===== config.mk =====
export PLATFORM = sky130hd
export DESIGN_NAME = i2c_addr_target
export DESIGN_NICKNAME = d
export VERILOG_FILES = /design/src/rtl/i2c_tgt_pkg.sv /design/src/rtl/i2c_tgt_sync.sv /design/src/rtl/i2c_tgt_cond.sv /design/src/rtl/i2c_tgt_fsm.sv /design/src/rtl/i2c_addr_target.sv
export SDC_FILE = /design/constraint.sdc
export NUM_CORES = 1
export LEC_CHECK = 0
export BUFFER_PORTS_ARGS = -buffer_cell sky130_fd_sc_hd__buf_2
export CORE_MARGIN = 1
export CORE_UTILIZATION = 55
export DETAILED_ROUTE_END_ITERATION = 8
export GPL_TIMING_DRIVEN = 0
export PLACE_DENSITY = 0.84
export SLEW_MARGIN = 20
export SYNTH_ARGS = -nofsm -noshare
export SYNTH_HDL_FRONTEND = slang
export SYNTH_HIERARCHICAL = 1
export SYNTH_SLANG_ARGS = --single-unit

===== constraint.sdc =====
create_clock -name clk -period 2.2 [get_ports clk]
set_clock_uncertainty 0.15 [all_clocks]
set_input_delay 0.22 -clock clk [delete_from_list [all_inputs] [get_ports clk]]
set_output_delay 0.22 -clock clk [all_outputs]
set_load 0.05 [all_outputs]

===== src/rtl/i2c_tgt_pkg.sv =====
package i2c_tgt_pkg;

    localparam int BYTE_W = 8;
    localparam int ADDR_W = BYTE_W - 1;
    localparam int CNT_W  = $clog2(BYTE_W + 1);

    typedef enum logic [2:0] {
        ST_IDLE,
        ST_ADDR,
        ST_ACK_ADDR,
        ST_DATA,
        ST_ACK_DATA,
        ST_IGNORE
    } tgt_state_e;

    typedef struct packed {
        logic start;
        logic stop;
        logic scl_rise;
        logic scl_fall;
        logic sda;
        logic scl;
    } bus_evt_t;

    function automatic logic addr_hit(input logic [BYTE_W-1:0] first_byte,
                                      input logic [ADDR_W-1:0] local_addr);
        return first_byte[BYTE_W-1 -: ADDR_W] == local_addr;
    endfunction

    function automatic logic wants_read(input logic [BYTE_W-1:0] first_byte);
        return first_byte[0];
    endfunction

endpackage


===== src/rtl/i2c_tgt_sync.sv =====
module i2c_tgt_sync #(
    parameter int LINES  = 2,
    parameter int STAGES = 2
) (
    input  logic             clk,
    input  logic             rst,
    input  logic [LINES-1:0] raw,
    output logic [LINES-1:0] synced
);
    for (genvar g = 0; g < LINES; g++) begin : g_line
        logic [STAGES-1:0] chain;
        always_ff @(posedge clk) begin
            if (rst) begin
                chain <= '1;
            end else begin
                chain <= {chain[STAGES-2:0], raw[g]};
            end
        end
        assign synced[g] = chain[STAGES-1];
    end
endmodule


===== src/rtl/i2c_tgt_cond.sv =====
module i2c_tgt_cond
    import i2c_tgt_pkg::*;
(
    input  logic     clk,
    input  logic     rst,
    input  logic     scl_s,
    input  logic     sda_s,
    output bus_evt_t evt
);
    logic scl_q, sda_q;

    always_ff @(posedge clk) begin
        if (rst) begin
            scl_q <= 1'b1;
            sda_q <= 1'b1;
        end else begin
            scl_q <= scl_s;
            sda_q <= sda_s;
        end
    end

    always_comb begin
        evt.scl      = scl_s;
        evt.sda      = sda_s;
        evt.scl_rise = scl_s & ~scl_q;
        evt.scl_fall = ~scl_s & scl_q;
        evt.start    = scl_s & scl_q & sda_q & ~sda_s;
        evt.stop     = scl_s & scl_q & ~sda_q & sda_s;
    end
endmodule


===== src/rtl/i2c_tgt_fsm.sv =====
module i2c_tgt_fsm
    import i2c_tgt_pkg::*;
(
    input  logic              clk,
    input  logic              rst,
    input  bus_evt_t          evt,
    input  logic [ADDR_W-1:0] own_addr,
    output tgt_state_e        state,
    output logic              sda_oe,
    output logic [BYTE_W-1:0] rx_data,
    output logic              rx_valid,
    output logic              busy
);
    logic [BYTE_W-1:0] shreg;
    logic [CNT_W-1:0]  bit_cnt;
    logic              dir_rd;
    logic              byte_done;
    logic              take_bit;

    assign take_bit  = evt.scl_rise && (bit_cnt < CNT_W'(BYTE_W));
    assign byte_done = evt.scl_fall && (bit_cnt == CNT_W'(BYTE_W));

    always_ff @(posedge clk) begin
        if (rst) begin
            state    <= ST_IDLE;
            shreg    <= '0;
            bit_cnt  <= '0;
            dir_rd   <= 1'b0;
            sda_oe   <= 1'b0;
            rx_data  <= '0;
            rx_valid <= 1'b0;
            busy     <= 1'b0;
        end else begin
            rx_valid <= 1'b0;
            if (evt.stop) begin
                state   <= ST_IDLE;
                sda_oe  <= 1'b0;
                busy    <= 1'b0;
                bit_cnt <= '0;
            end else if (evt.start) begin
                state   <= ST_ADDR;
                sda_oe  <= 1'b0;
                busy    <= 1'b1;
                bit_cnt <= '0;
            end else begin
                unique case (state)
                    ST_ADDR, ST_DATA: begin
                        if (take_bit) begin
                            shreg   <= {shreg[BYTE_W-2:0], evt.sda};
                            bit_cnt <= bit_cnt + 1'b1;
                        end else if (byte_done) begin
                            bit_cnt <= '0;
                            if (state == ST_ADDR) begin
                                if (addr_hit(shreg, own_addr)) begin
                                    dir_rd <= wants_read(shreg);
                                    sda_oe <= 1'b1;
                                    state  <= ST_ACK_ADDR;
                                end else begin
                                    state  <= ST_IGNORE;
                                end
                            end else begin
                                rx_data  <= shreg;
                                rx_valid <= 1'b1;
                                sda_oe   <= 1'b1;
                                state    <= ST_ACK_DATA;
                            end
                        end
                    end
                    ST_ACK_ADDR: begin
                        if (evt.scl_fall) begin
                            sda_oe <= 1'b0;
                            state  <= dir_rd ? ST_IGNORE : ST_DATA;
                        end
                    end
                    ST_ACK_DATA: begin
                        if (evt.scl_fall) begin
                            sda_oe <= 1'b0;
                            state  <= ST_DATA;
                        end
                    end
                    default: begin
                        sda_oe <= 1'b0;
                    end
                endcase
            end
        end
    end
endmodule


===== src/rtl/i2c_addr_target.sv =====
module i2c_addr_target
    import i2c_tgt_pkg::*;
#(
    parameter int SYNC_STAGES = 2
) (
    input  logic              clk,
    input  logic              rst,
    input  logic [6:0]        own_addr,
    input  logic              scl_in,
    input  logic              sda_in,
    output logic              sda_oe,
    output logic [7:0]        rx_data,
    output logic              rx_valid,
    output logic              busy
);
    logic [1:0] sync_bus;
    logic       scl_sync, sda_sync;
    logic       start_det, stop_det;
    bus_evt_t   bus_evt;
    tgt_state_e fsm_state;

    i2c_tgt_sync #(.LINES(2), .STAGES(SYNC_STAGES)) sync_i (
        .clk    (clk),
        .rst    (rst),
        .raw    ({scl_in, sda_in}),
        .synced (sync_bus)
    );

    assign scl_sync = sync_bus[1];
    assign sda_sync = sync_bus[0];

    i2c_tgt_cond cond_i (
        .clk   (clk),
        .rst   (rst),
        .scl_s (scl_sync),
        .sda_s (sda_sync),
        .evt   (bus_evt)
    );

    assign start_det = bus_evt.start;
    assign stop_det  = bus_evt.stop;

    i2c_tgt_fsm fsm_i (
        .clk      (clk),
        .rst      (rst),
        .evt      (bus_evt),
        .own_addr (own_addr),
        .state    (fsm_state),
        .sda_oe   (sda_oe),
        .rx_data  (rx_data),
        .rx_valid (rx_valid),
        .busy     (busy)
    );
endmodule


### Word level (Yosys, flattened, before mapping)

Index checks and enable logic that the tools add are counted.

| word-level totals | value |
|---|---|
| output and inout port bits | 11 |
| logic and storage cells | 83 |
| register bits after elaboration | 33 |
| bits of input ports | 11 |

| operators by class | value |
|---|---|
| reduce and logical (&&, ||, !) cells | 17 |
| multiplexer cells | 18 |
| $lt $le $gt $ge | 1 |
| add/sub/neg operators | 1 |
| bitwise operators | 17 |
| eq/ne operators | 16 |

Operator list:

| cell | count |
|---|---|
| $mux W3 | 7 |
| $not A1 Y1 | 10 |
| $reduce_and A5 Y1 | 2 |
| $ne A3 B2 Y1 const B | 3 |
| $pmux W3 S3 | 1 |
| $mux W4 | 2 |
| $ne A2 B1 Y1 const B | 4 |
| $reduce_and A4 Y1 | 2 |
| $and A1 B1 Y1 | 7 |
| $eq A7 B7 Y1 | 1 |
| $mux W1 | 7 |
| $reduce_and A7 Y1 | 1 |
| $eq A3 B2 Y1 const B | 2 |
| $ne A3 B3 Y1 const B | 2 |
| $reduce_and A6 Y1 | 1 |
| $reduce_or A2 Y1 | 3 |
| $reduce_or A6 Y1 | 1 |
| $add A4 B1 Y4 const B | 1 |
| $eq A4 B4 Y1 const B | 1 |
| $lt A4 B4 Y1 const B | 1 |
| $reduce_bool A4 Y1 | 1 |
| $eq A3 B1 Y1 const B | 1 |
| $eq A3 B3 Y1 const B | 1 |
| $reduce_bool A3 Y1 | 1 |
| other kinds (6) | 7 |

### Logic depth before layout (Yosys ltp)

Gate-level depths: netlist of run 1.

| depth | value |
|---|---|
| depth after elaboration | 7 |
| mapped depth | 7 |
| mapped depth without buffers | 6 |

### By module

The synthesis of run 1 kept the hierarchy.

By module, submodules not included:

| module | instances | area an instance (um2) | cells an instance | seq. area each (um2) |
|---|---|---|---|---|
| i2c_tgt_fsm | 1 | 1276.2 | 147 | 540.5 |
| i2c_tgt_sync | 1 | 120.1 | 10 | 80.1 |
| i2c_tgt_cond | 1 | 100.1 | 10 | 40.0 |

### Worst setup path before layout of run 1

Ideal clock, no wire load.

| timing path | value |
|---|---|
| path type | register -> register |
| from | register sync_i.g_line[1].chain[1] |
| to | register fsm_i.sda_oe |
| data required time | 1988 ps |
| period minus slack after synthesis | 1973 ps |
| slack | 227 ps |
| buffers on the path | 2 |
| arrival | 1761 ps |
| library setup time | 62 ps |
| stages on the path, launching flop included | 7 |
| cells stage by stage | dfxtp_1 > buf_4 > and4b_1 > or3_1 > buf_2 > or4_1 > nand3_1 |

RTL lines:

| what | line | RTL |
|---|---|---|
| from (decl) | i2c_tgt_sync.sv:11 | `logic [STAGES-1:0] chain;` |
| from (signal assigned) | i2c_tgt_sync.sv:16 | `chain <= {chain[STAGES-2:0], raw[g]};` |
| to (signal assigned) | i2c_tgt_fsm.sv:29 | `sda_oe <= 1'b0;` |
| to (signal assigned) | i2c_tgt_fsm.sv:37 | `sda_oe <= 1'b0;` |
| to (signal assigned) | i2c_tgt_fsm.sv:42 | `sda_oe <= 1'b0;` |
| to (decl) | i2c_tgt_fsm.sv:9 | `output logic sda_oe,` |

==> summary.md, run 1 <==
| Metric | Value |
|---|---|
| Status | `finished, final reports clean` |
| Final max-slew violation count | `0` |
| Routed Antenna Nets | `0` |
| Slowest cell on crit path | `or4_1` |
| Worst-path cell chain | `buf_4 > and4b_1 > or3_1 > buf_2 > or4_1 > nand3_1` |
| Kind of cell adding the most delay to the critical path | `simple AND/OR/NAND/NOR gates` |
| Hold path start | `rst` |
| Global-route wire length before repair | `4.88 mm` |
| Layout cells sized above 1 | `0.208` |
| CTS Buf Count | `5` |
| HP Class | `input pin to flip-flop` |
| Leak | `0.684 nW` |
| Worst slew margin | `0.688` |
| Drt total wl | `3.06 mm` |
| CTS tree | `yes` |
| Initial core utilization | `0.590` |
| Reg2reg end | `fsm_i/sda_oe` |
| Setup-failing EPs final | `0` |
| Post-route clock period utilization | `0.977` |
| Worst-path maximum fanout | `8` |
| GPL Wtd Cong | `0.890` |
| Final hold slack | `0.0413 ns` |
| Clock Sinks | `33` |
| Avg Cell Area, Syn | `8.97 sq um` |
| Most frequent cells in the layout | `dfxtp_1, buf_2, nand2_1, a21oi_1, nand3_1` |
| Row cnt | `18` |
| H-tree depth | `2` |
| Post-route setup TNS | `0 ns` |
| Fin crit period | `about 2.1 ns` |
| Die Width | `54.0 um` |
| Initial antenna violation count | `0` |
| Remaining DRCs | `0` |
| Post-placement cell count | `217` |
| CP max stage delay | `0.53 ns` |
| Most common cell after layout, fill and taps aside | `dfxtp_1` |
| Hold depth | `2` |
| Reg2Reg Launch Point | `sync_i/g_line[1].chain[1]` |
| Pwr Total | `1.01 mW` |
| Fin util | `0.681` |
| Global-route usage over all layers | `0.244` |
| Worst setup EP type | `flip-flop` |
| Die Span Y | `54.0 um` |
| Worst endpoint required time | `approximately 2.3 ns` |
| Diodes inserted | `0` |
| IO Pins | `22` |
| CTS Buffer Depth | `2` |
| Clk Latency, worst-skew pair | `0.33 ns` |
| Hold EP | `sync_i/g_line[0].chain[0]` |
| Mapped Area | `1490 sq um` |
| Final Hold Viols | `0` |
| Nets@finish | `209` |
| Buf+Inv Stages, Crit Path | `2` |
| Worst-path clk slew | `between 0.1 and 0.15 ns` |
| Post-DP HPWL | `around 2.2 mm` |
| Reg area | `around 660 sq um` |
| Placed cell areas | `1630 sq um` |
| Syn Nets | `179` |
| Dpl ws | `-0.0458 ns` |
| RSZ-0062 raised after global routing | `false` |
| Cells after Synth | `around 170` |
| Critical Path Stages | `6` |
| Via/cell ratio | `between 5 and 6` |
| Core box area | `2520 sq um` |
| CP Data Arrival Time | `roughly 2.3 ns` |
| Setup bufs post-CTS | `0` |
| Largest net degree at the start of global routing | `12` |
| Final Instance Count excl. Fillers | `227` |
| # fillers | `roughly 210` |
| Clock root buffer master | `clkbuf_4` |
| Via count | `between 1k and 1.5k` |
| Total Die Area | `2920 sq um` |
| Reg2Reg Depth | `6` |
| Port Buffers | `21` |
| Power per standard cell area | `around 590 nW/um^2` |
| Worst setup margin | `0.0515 ns` |
| Final Cell Area | `~1700 sq um` |
| Warnings, synthesis | `6` |
| Actual slew at the worst max-slew pin | `0.467 ns` |
| Vias in the first global route | `1135` |
| Synth-to-layout area growth | `15.3%` |
| Worst VDD drop | `around 0.55 mV` |
| First-pass DRT Iterations | `5` |
| MaxCap Viol Count | `0` |
| Flop2flop setup slack | `~0.051 ns` |
| Startpoint types | `flip-flop` |
| Iteration-0 DRC Markers | `40` |
| Wirelength per Cell | `about 13 um` |
| Multi-input gate area in the final layout | `between 700 and 800 sq um` |
| Achievable Freq | `roughly 470 MHz` |
| Kind of critical path | `flip-flop to flip-flop` |
| Total grt overflow | `0` |
==> layout make-up <==
| class | count | share of cell area |
|---|---|---|
| inverter | 4 | 0.00875 |
| multi-input combinational | 118 | 0.440 |
| timing repair buffer | 23 | 0.0729 |
| tap | 30 | 0.0219 |
| clock inverter | 3 | 0.0102 |
| sequential | 33 | 0.385 |
| clock buffer | 5 | 0.0219 |
| buffer | 11 | 0.0394 |
==> per-layer routing <==
metal / global-route usage / share of wire
met2: 0.379 / 0.48
met5: 0 / 0
met3: 0.0847 / 0.063
met4: 0.128 / 0.011
met1: 0.294 / 0.45
==> sequential cells by signal (all words and copies together), names as in the netlist, 3 cells and up <==
| register | count |
|---|---|
| fsm_i/rx_data | 8 |
| fsm_i/bit_cnt | 4 |
| fsm_i/state | 3 |
| fsm_i/shreg | 8 |
| sync_i/g_line.chain | 4 |
==> where the power goes <==
part	internal, mW	switching [mW]
sequential	0.603	0.00202
clock	0.120	0.210
combinational	0.0298	0.0421
==> worst max-delay path by stage <==
stage / startpoint / to / slack, ns
2_1_floorplan: sync_i/g_line[1].chain[1] / fsm_i/sda_oe / 0.23
3_3_place_gp: sync_i/g_line[1].chain[1] / fsm_i/rx_data[0] / -0.04
3_5_place_dp: sync_i/g_line[1].chain[1] / fsm_i/rx_data[3] / -0.05
4_1_cts: sync_i/g_line[1].chain[1] / fsm_i/rx_data[3] / 0.02
5_1_grt: sync_i/g_line[1].chain[1] / fsm_i/rx_data[4] / 0.007
6_report: sync_i/g_line[1].chain[1] / fsm_i/sda_oe / 0.05
==> repair_timing <==
action / 4_1_cts / 5_1_grt
endpoints found under the hold margin: 2 / 0
pin swaps: 0 / 1
resized for setup: 1 / 3
hold buffers: 2 / 0
setup endpoints to repair: 8 / 10
No activity file was read; power rests on OpenSTA's default activity.
==> run 2, diff against run 1 <==
- ABC_AREA: not set -> 1
==> run 2 against run 1 <==
Compared with the run above: maximum frequency grew 13%; cell area up 2.7%; first-iteration DRC count decreased by 30%.
==> summary.md, run 2 <==
| Metric | Value |
|---|---|
| Status | `finished, final reports clean (unchanged)` |
| Reg2Reg Launch Point | `sync_i/g_line[1].chain[1] (unchanged)` |
| CTS Buffer Depth | `2 (unchanged)` |
| Global-route wire length before repair | `4.89 mm (was 4.88 mm)` |
| Actual slew at the worst max-slew pin | `0.439 ns (was 0.467 ns)` |
| Worst slew margin | `0.707 (was 0.688)` |
| Clock Sinks | `33 (unchanged)` |
| Most frequent cells in the layout | `nand2_1, inv_1, dfxtp_1 (was dfxtp_1, buf_2, nand2_1, a21oi_1, nand3_1)` |
| MaxCap Viol Count | `0 (unchanged)` |
| IO Pins | `22 (unchanged)` |
| Initial antenna violation count | `0 (unchanged)` |
| Total Die Area | `2990 sq um (was 2920 sq um)` |
| Final max-slew violation count | `0 (unchanged)` |
| H-tree depth | `2 (unchanged)` |
| Worst-path clk slew | `0.10 ns (was 0.11 ns)` |
| P_sw | `0.453 mW (was 0.254 mW)` |
| Iteration-0 DRC Markers | `28 (was 40)` |
| Wirelength per Cell | `10.8 um (was 13.5 um)` |
| Routed Antenna Nets | `0 (unchanged)` |
| Worst endpoint required time | `2.33 ns (about the same)` |
| CTS resizes | `0 (was 1)` |
| Worst VDD drop | `0.662 mV (was 0.551 mV)` |
| Sw Ratio | `0.341 (was 0.252)` |
| Worst-path cell chain | `buf_4 > nor2_1 > nand4_4 > nor2_8 > inv_4 > nor3_4 > buf_6 > o21ai_2 > a21oi_2 (was buf_4 > and4b_1 > or3_1 > buf_2 > or4_1 > nand3_1)` |
| Achievable Freq | `527 MHz (was 465 MHz)` |
| Via count | `1349 (was 1278)` |
| Nets@finish | `255 (was 209)` |
| CP Data Arrival Time | `2.03 ns (was 2.28 ns)` |
| Post-route clock period utilization | `0.862 (was 0.977)` |
| Reg2Reg Depth | `9 (was 6)` |
| Vias in the first global route | `1172 (was 1135)` |
| Layout cells sized above 1 | `0.198 (was 0.208)` |
| Final Hold Viols | `0 (unchanged)` |
| Slowest cell on crit path | `dfxtp_1 (was or4_1)` |
| Setup-failing EPs final | `0 (unchanged)` |
| Cells after Synth | `210 (was 166)` |
| Reg2reg end | `fsm_i/rx_data[1] (was fsm_i/sda_oe)` |
| Largest net degree at the start of global routing | `11 (was 12)` |
| Die Span Y | `54.7 um (was 54.0 um)` |
| Most common cell after layout, fill and taps aside | `nand2_1 (was dfxtp_1)` |
| Global-route usage over all layers | `0.237 (was 0.244)` |
| Post-route setup TNS | `0 ns (unchanged)` |
| Kind of critical path | `flip-flop to flip-flop (unchanged)` |
| Port Buffers | `21 (unchanged)` |
| Leak | `0.895 nW (was 0.684 nW)` |
| Remaining DRCs | `0 (unchanged)` |
| Syn Nets | `223 (was 179)` |
| Sequential power share | `0.495 (was 0.601)` |
| Warnings, synthesis | `6 (unchanged)` |
| Worst setup EP type | `flip-flop (unchanged)` |
| Core box area | `2540 sq um (was 2520 sq um)` |
| GPL Wtd Cong | `0.786 (was 0.890)` |
| Combinational Power Share | `0.261 (was 0.071)` |
| Hold EP | `sync_i/g_line[0].chain[1] (was sync_i/g_line[0].chain[0])` |
| Synth-to-layout area growth | `15.3% (about the same)` |
| Power per standard cell area | `752 nW/um^2 (was 587 nW/um^2)` |
| Drt total wl | `2.94 mm (was 3.06 mm)` |
| Diodes inserted | `0 (unchanged)` |
| HP Class | `flip-flop to flip-flop (was input pin to flip-flop)` |
| Fin crit period | `1.90 ns (was 2.15 ns)` |
| Power share of the clock group | `0.244 (was 0.328)` |
| Hold path start | `sync_i/g_line[0].chain[0] (was rst)` |
| RSZ-0062 raised after global routing | `false (unchanged)` |
| Row cnt | `18 (unchanged)` |
| Largest regs | `fsm_i/rx_data (8), fsm_i/shreg (8) (unchanged)` |
| Fin util | `0.693 (was 0.681)` |
| Initial core utilization | `0.601 (was 0.590)` |
| Clock root buffer master | `clkbuf_4 (unchanged)` |
| Die Width | `54.7 um (was 54.0 um)` |
| CTS tree | `yes (unchanged)` |
| Worst-path maximum fanout | `10 (was 8)` |
| Hold depth | `2 (unchanged)` |
| Total grt overflow | `0 (unchanged)` |
| CTS Buf Count | `5 (unchanged)` |
| Mapped Area | `1530 sq um (was 1490 sq um)` |
| CP max stage delay | `0.31 ns (was 0.53 ns)` |
| Post-DP HPWL | `2.04 mm (was 2.17 mm)` |
| Int Power | `0.873 mW (was 0.754 mW)` |
| Startpoint types | `flip-flop (unchanged)` |
| Avg Cell Area, Syn | `7.28 sq um (was 8.97 sq um)` |
| Clk Latency, worst-skew pair | `0.34 ns (was 0.33 ns)` |
| Via/cell ratio | `4.94 (was 5.63)` |
| Flop2flop setup slack | `0.30 ns (was 0.05 ns)` |
| First-pass DRT Iterations | `5 (unchanged)` |
==> run 2: power groups by stage <==
stage | Sequential [mW] | Clock (mW) | Combinational (mW)
global route | 0.660 | 0.361 | 0.399
CTS | 0.655 | 0.334 | 0.345
detailed placement | 0.669 | 0 | 0.337
finish | 0.656 | 0.324 | 0.346
floorplan | 0.666 | 0 | 0.274
global placement | 0.668 | 0 | 0.328
==> run 2: what timing repair did <==
| item | in CTS | in global routing |
|---|---|---|
| setup buffers | 0 | 0 |
| hold buffers | 4 | 0 |
| hold endpoints to repair | 4 | 0 |
==> run 2: routing by layer <==
| layer | wire, um | GRT usage |
|---|---|---|
| met2 | 1330 | 0.361 |
| met1 | 1450 | 0.314 |
| met4 | 50 | 0.103 |
| met3 | 116 | 0.0583 |
| met5 | 0 | 0 |
==> run 2: through the flow <==
step	cells	total power [mW]	area [sq um]	setup slack [ns]	hold slack (ns)
floorplan	210	0.940	1530	0.546	0.147
finish	273	1.33	1760	0.304	0.273
global route	273	1.42	1760	0.183	0.314
CTS	273	1.33	1760	0.307	0.257
detailed placement	261	1.01	1670	0.339	0.253
global placement	261	0.996	1670	0.337	0.242
==> run 2: worst max-delay path by stage <==
stage                              start          endpoint  slack, ns  depth (start not counted)
3_5_place_dp   sync_i/g_line[1].chain[1]  fsm_i/rx_data[0]       0.34                          9
2_1_floorplan  sync_i/g_line[1].chain[1]  fsm_i/rx_data[0]       0.55                          9
6_report       sync_i/g_line[1].chain[1]  fsm_i/rx_data[1]       0.30                          9
4_1_cts        sync_i/g_line[1].chain[1]  fsm_i/rx_data[1]       0.31                          9
3_3_place_gp   sync_i/g_line[1].chain[1]  fsm_i/rx_data[0]       0.34                          9
5_1_grt        sync_i/g_line[1].chain[1]  fsm_i/rx_data[1]       0.18                          9
==> run 2: layout make-up <==
cell class | instances | area (sq um)
Buffer | 6 | 42.5
Clock inverter | 2 | 10.0
Sequential cell | 33 | 661
Fill cell | 224 | 782
Tap cell | 30 | 37.5
Inverter | 43 | 166
Timing Repair Buffer | 25 | 145
Multi-Input combinational cell | 128 | 659
Clock buffer | 6 | 41.3
==> run 2: worst max-delay path: cells and delay by family, from the launching register on <==
family | cells | cell delay [ns]
AOI/OAI and AO/OA | 2 | 0.18
buffers and inverters | 3 | 0.39
DFF | 1 | 0.31
and+or+nand+nor | 4 | 0.82
==> run 3, diff against run 2 <==
- PLACE_DENSITY: 0.84 -> 0.8
==> run 3 against run 2 <==
Compared with the run above: first-iteration DRC count is the same; die area is the same; worst hold slack lost 0.012 ns; maximum frequency shrank 0.76%; power grew 8.3%; core utilization grew 1.2 points; sequential power is essentially flat; sequential cell count is the same; sequential share of layout area shrank 0.65 points; final cell count is the same; worst setup slack lost 0.014 ns; largest cell class unchanged; largest power group unchanged.
==> summary.md, run 3 (synthesized netlist as in run 2, its figures left out) <==
| Metric | Value |
|---|---|
| Status | `finished, final reports clean (unchanged)` |
| Setup bufs post-CTS | `0 (unchanged)` |
| Pwr Total | `1.44 mW (was 1.33 mW)` |
| Worst-path clk slew | `0.10 ns (about the same)` |
| Buf+Inv Stages, Crit Path | `3 (unchanged)` |
| Most frequent cells in the layout | `nand2_1, inv_1, dfxtp_1 (unchanged)` |
| CTS resizes | `0 (unchanged)` |
| GPL Wtd Cong | `0.844 (was 0.786)` |
| CP max stage delay | `0.31 ns (about the same)` |
| Slowest cell on crit path | `dfxtp_1 (unchanged)` |
| Hold EP | `fsm_i/dir_rd (was sync_i/g_line[0].chain[1])` |
| Global-route wire length before repair | `4.71 mm (was 4.89 mm)` |
| Setup-failing EPs final | `0 (unchanged)` |
| Wirelength per Cell | `10.8 um (about the same)` |
| Row cnt | `18 (unchanged)` |
| Reg2Reg Launch Point | `sync_i/g_line[1].chain[1] (unchanged)` |
| Power per standard cell area | `800 nW/um^2 (was 752 nW/um^2)` |
| Die Width | `54.7 um (unchanged)` |
| Hold depth | `7 (was 2)` |
| Flop2flop setup slack | `0.29 ns (was 0.30 ns)` |
| Post-DP HPWL | `2.12 mm (was 2.04 mm)` |
| Hold path start | `own_addr[0] (was sync_i/g_line[0].chain[0])` |
| Reg2reg end | `fsm_i/rx_data[0] (was fsm_i/rx_data[1])` |
| Via/cell ratio | `4.89 (was 4.94)` |
| Synth-to-layout area growth | `17.3% (was 15.3%)` |
| Global-route usage over all layers | `0.236 (was 0.237)` |
| Initial antenna violation count | `0 (unchanged)` |
| Largest regs | `fsm_i/rx_data (8), fsm_i/shreg (8) (unchanged)` |
| Worst setup margin | `0.289 ns (was 0.304 ns)` |
| Layout cells sized above 1 | `0.198 (unchanged)` |
| Kind of critical path | `flip-flop to flip-flop (unchanged)` |
| Worst setup EP type | `flip-flop (unchanged)` |
| CTS Buffer Depth | `2 (unchanged)` |
| Diodes inserted | `0 (unchanged)` |
| Achievable Freq | `523 MHz (was 527 MHz)` |
| Startpoint types | `flip-flop (unchanged)` |
| Leak | `0.906 nW (was 0.895 nW)` |
| # fillers | `224 (unchanged)` |
| Iteration-0 DRC Markers | `28 (unchanged)` |
| Port Buffers | `21 (unchanged)` |
| Fin util | `0.705 (was 0.693)` |
| Clock root buffer master | `clkbuf_4 (unchanged)` |
| IO Pins | `22 (unchanged)` |
| Vias in the first global route | `1146 (was 1172)` |
| Initial core utilization | `0.601 (unchanged)` |
| Kind of cell adding the most delay to the critical path | `simple AND/OR/NAND/NOR gates (unchanged)` |
| Die Span Y | `54.7 um (unchanged)` |
| MaxCap Viol Count | `0 (unchanged)` |
| Dpl ws | `0.307 ns (was 0.339 ns)` |
| Via count | `1335 (was 1349)` |
| Worst-path maximum fanout | `10 (unchanged)` |
| Worst-path cell chain | `buf_4 > nor2_1 > nand4_4 > nor2_8 > inv_4 > nor3_4 > buf_6 > o21ai_2 > a21oi_2 (unchanged)` |
| Worst VDD drop | `0.641 mV (was 0.662 mV)` |
| Routed Antenna Nets | `0 (unchanged)` |
| First-pass DRT Iterations | `4 (was 5)` |
| Clk Latency, worst-skew pair | `0.35 ns (was 0.34 ns)` |
| Nets@finish | `256 (was 255)` |
| H-tree depth | `2 (unchanged)` |
| Total Die Area | `2990 sq um (unchanged)` |
| HP Class | `input pin to flip-flop (was flip-flop to flip-flop)` |
| Remaining DRCs | `0 (unchanged)` |
| Drt total wl | `2.95 mm (was 2.94 mm)` |
| Worst slew margin | `0.729 (was 0.707)` |
| Final Hold Viols | `0 (unchanged)` |
| Actual slew at the worst max-slew pin | `0.406 ns (was 0.439 ns)` |
| Largest net degree at the start of global routing | `11 (unchanged)` |
| Post-route setup TNS | `0 ns (unchanged)` |
| CTS tree | `yes (unchanged)` |
| Core box area | `2540 sq um (unchanged)` |
| Reg2Reg Depth | `9 (unchanged)` |
| Most common cell after layout, fill and taps aside | `nand2_1 (unchanged)` |
| Post-route clock period utilization | `0.869 (was 0.862)` |
| Total grt overflow | `0 (unchanged)` |
| Worst endpoint required time | `2.34 ns (was 2.33 ns)` |
| CTS Buf Count | `5 (unchanged)` |
| Fin crit period | `1.91 ns (was 1.90 ns)` |
| Clock Sinks | `33 (unchanged)` |
| CP Data Arrival Time | `2.05 ns (was 2.03 ns)` |
| Final hold slack | `0.261 ns (was 0.273 ns)` |
| RSZ-0062 raised after global routing | `false (unchanged)` |
| Final max-slew violation count | `0 (unchanged)` |
==> run 3: timing repair <==
action,4_1_cts,5_1_grt
endpoints found under the setup margin,0,0
endpoints found under the hold margin,7,0
hold buffers,5,0
==> run 3: worst max-delay path by stage <==
stage,from,to,slack (ns),depth (start not counted)
after floorplan,sync_i/g_line[1].chain[1],fsm_i/rx_data[0],0.55,9
after global placement,sync_i/g_line[1].chain[1],fsm_i/rx_data[0],0.31,9
after detailed placement,sync_i/g_line[1].chain[1],fsm_i/rx_data[0],0.31,9
after CTS,sync_i/g_line[1].chain[1],fsm_i/rx_data[0],0.28,9
after global routing,sync_i/g_line[1].chain[1],fsm_i/rx_data[0],0.13,9
final,sync_i/g_line[1].chain[1],fsm_i/rx_data[0],0.29,9
==> run 3: per-stage QoR <==
stage               std cells  instance area [sq um]
CTS                       273                   1790
floorplan                 210                   1530
global placement          261                   1670
detailed placement        261                   1670
finish                    273                   1790
global route              273                   1790
==> run 3: layout make-up <==
class	instances	area (sq um)	area share
Multi-Input combinational cell	128	659	0.368
Clock inverter	2	35.0	0.0195
Sequential cell	33	661	0.368
Timing Repair Buffer	26	155	0.0865
Buffer	6	42.5	0.0237
Tap cell	30	37.5	0.0209
Inverter	43	166	0.0927
Clock buffer	5	37.5	0.0209
==> run 3: layer usage <==
metal,share of wire,up-vias,wire [um],global-route usage
li1,-,709,-,-
met1,0.47,582,1390,0.285
met2,0.46,38,1350,0.367
met3,0.056,6,165,0.0667
met4,0.016,0,46,0.141
met5,0,-,0,0
==> run 3: tightest hold or removal path, delay by kind of cell <==
kind / cells / cell delay, ns
simple gates: 5 / 0.38
buf+inv: 1 / 0.09
xor+xnor: 1 / 0.05
==> run 3: power by group <==
part           total [mW]  switching [mW]  internal (mW)  leakage [nW]
registers           0.655          0.0233          0.632         0.268
clock network       0.436           0.205          0.231        0.0410
logic               0.344           0.224          0.121         0.598
total                1.44           0.452          0.984         0.906
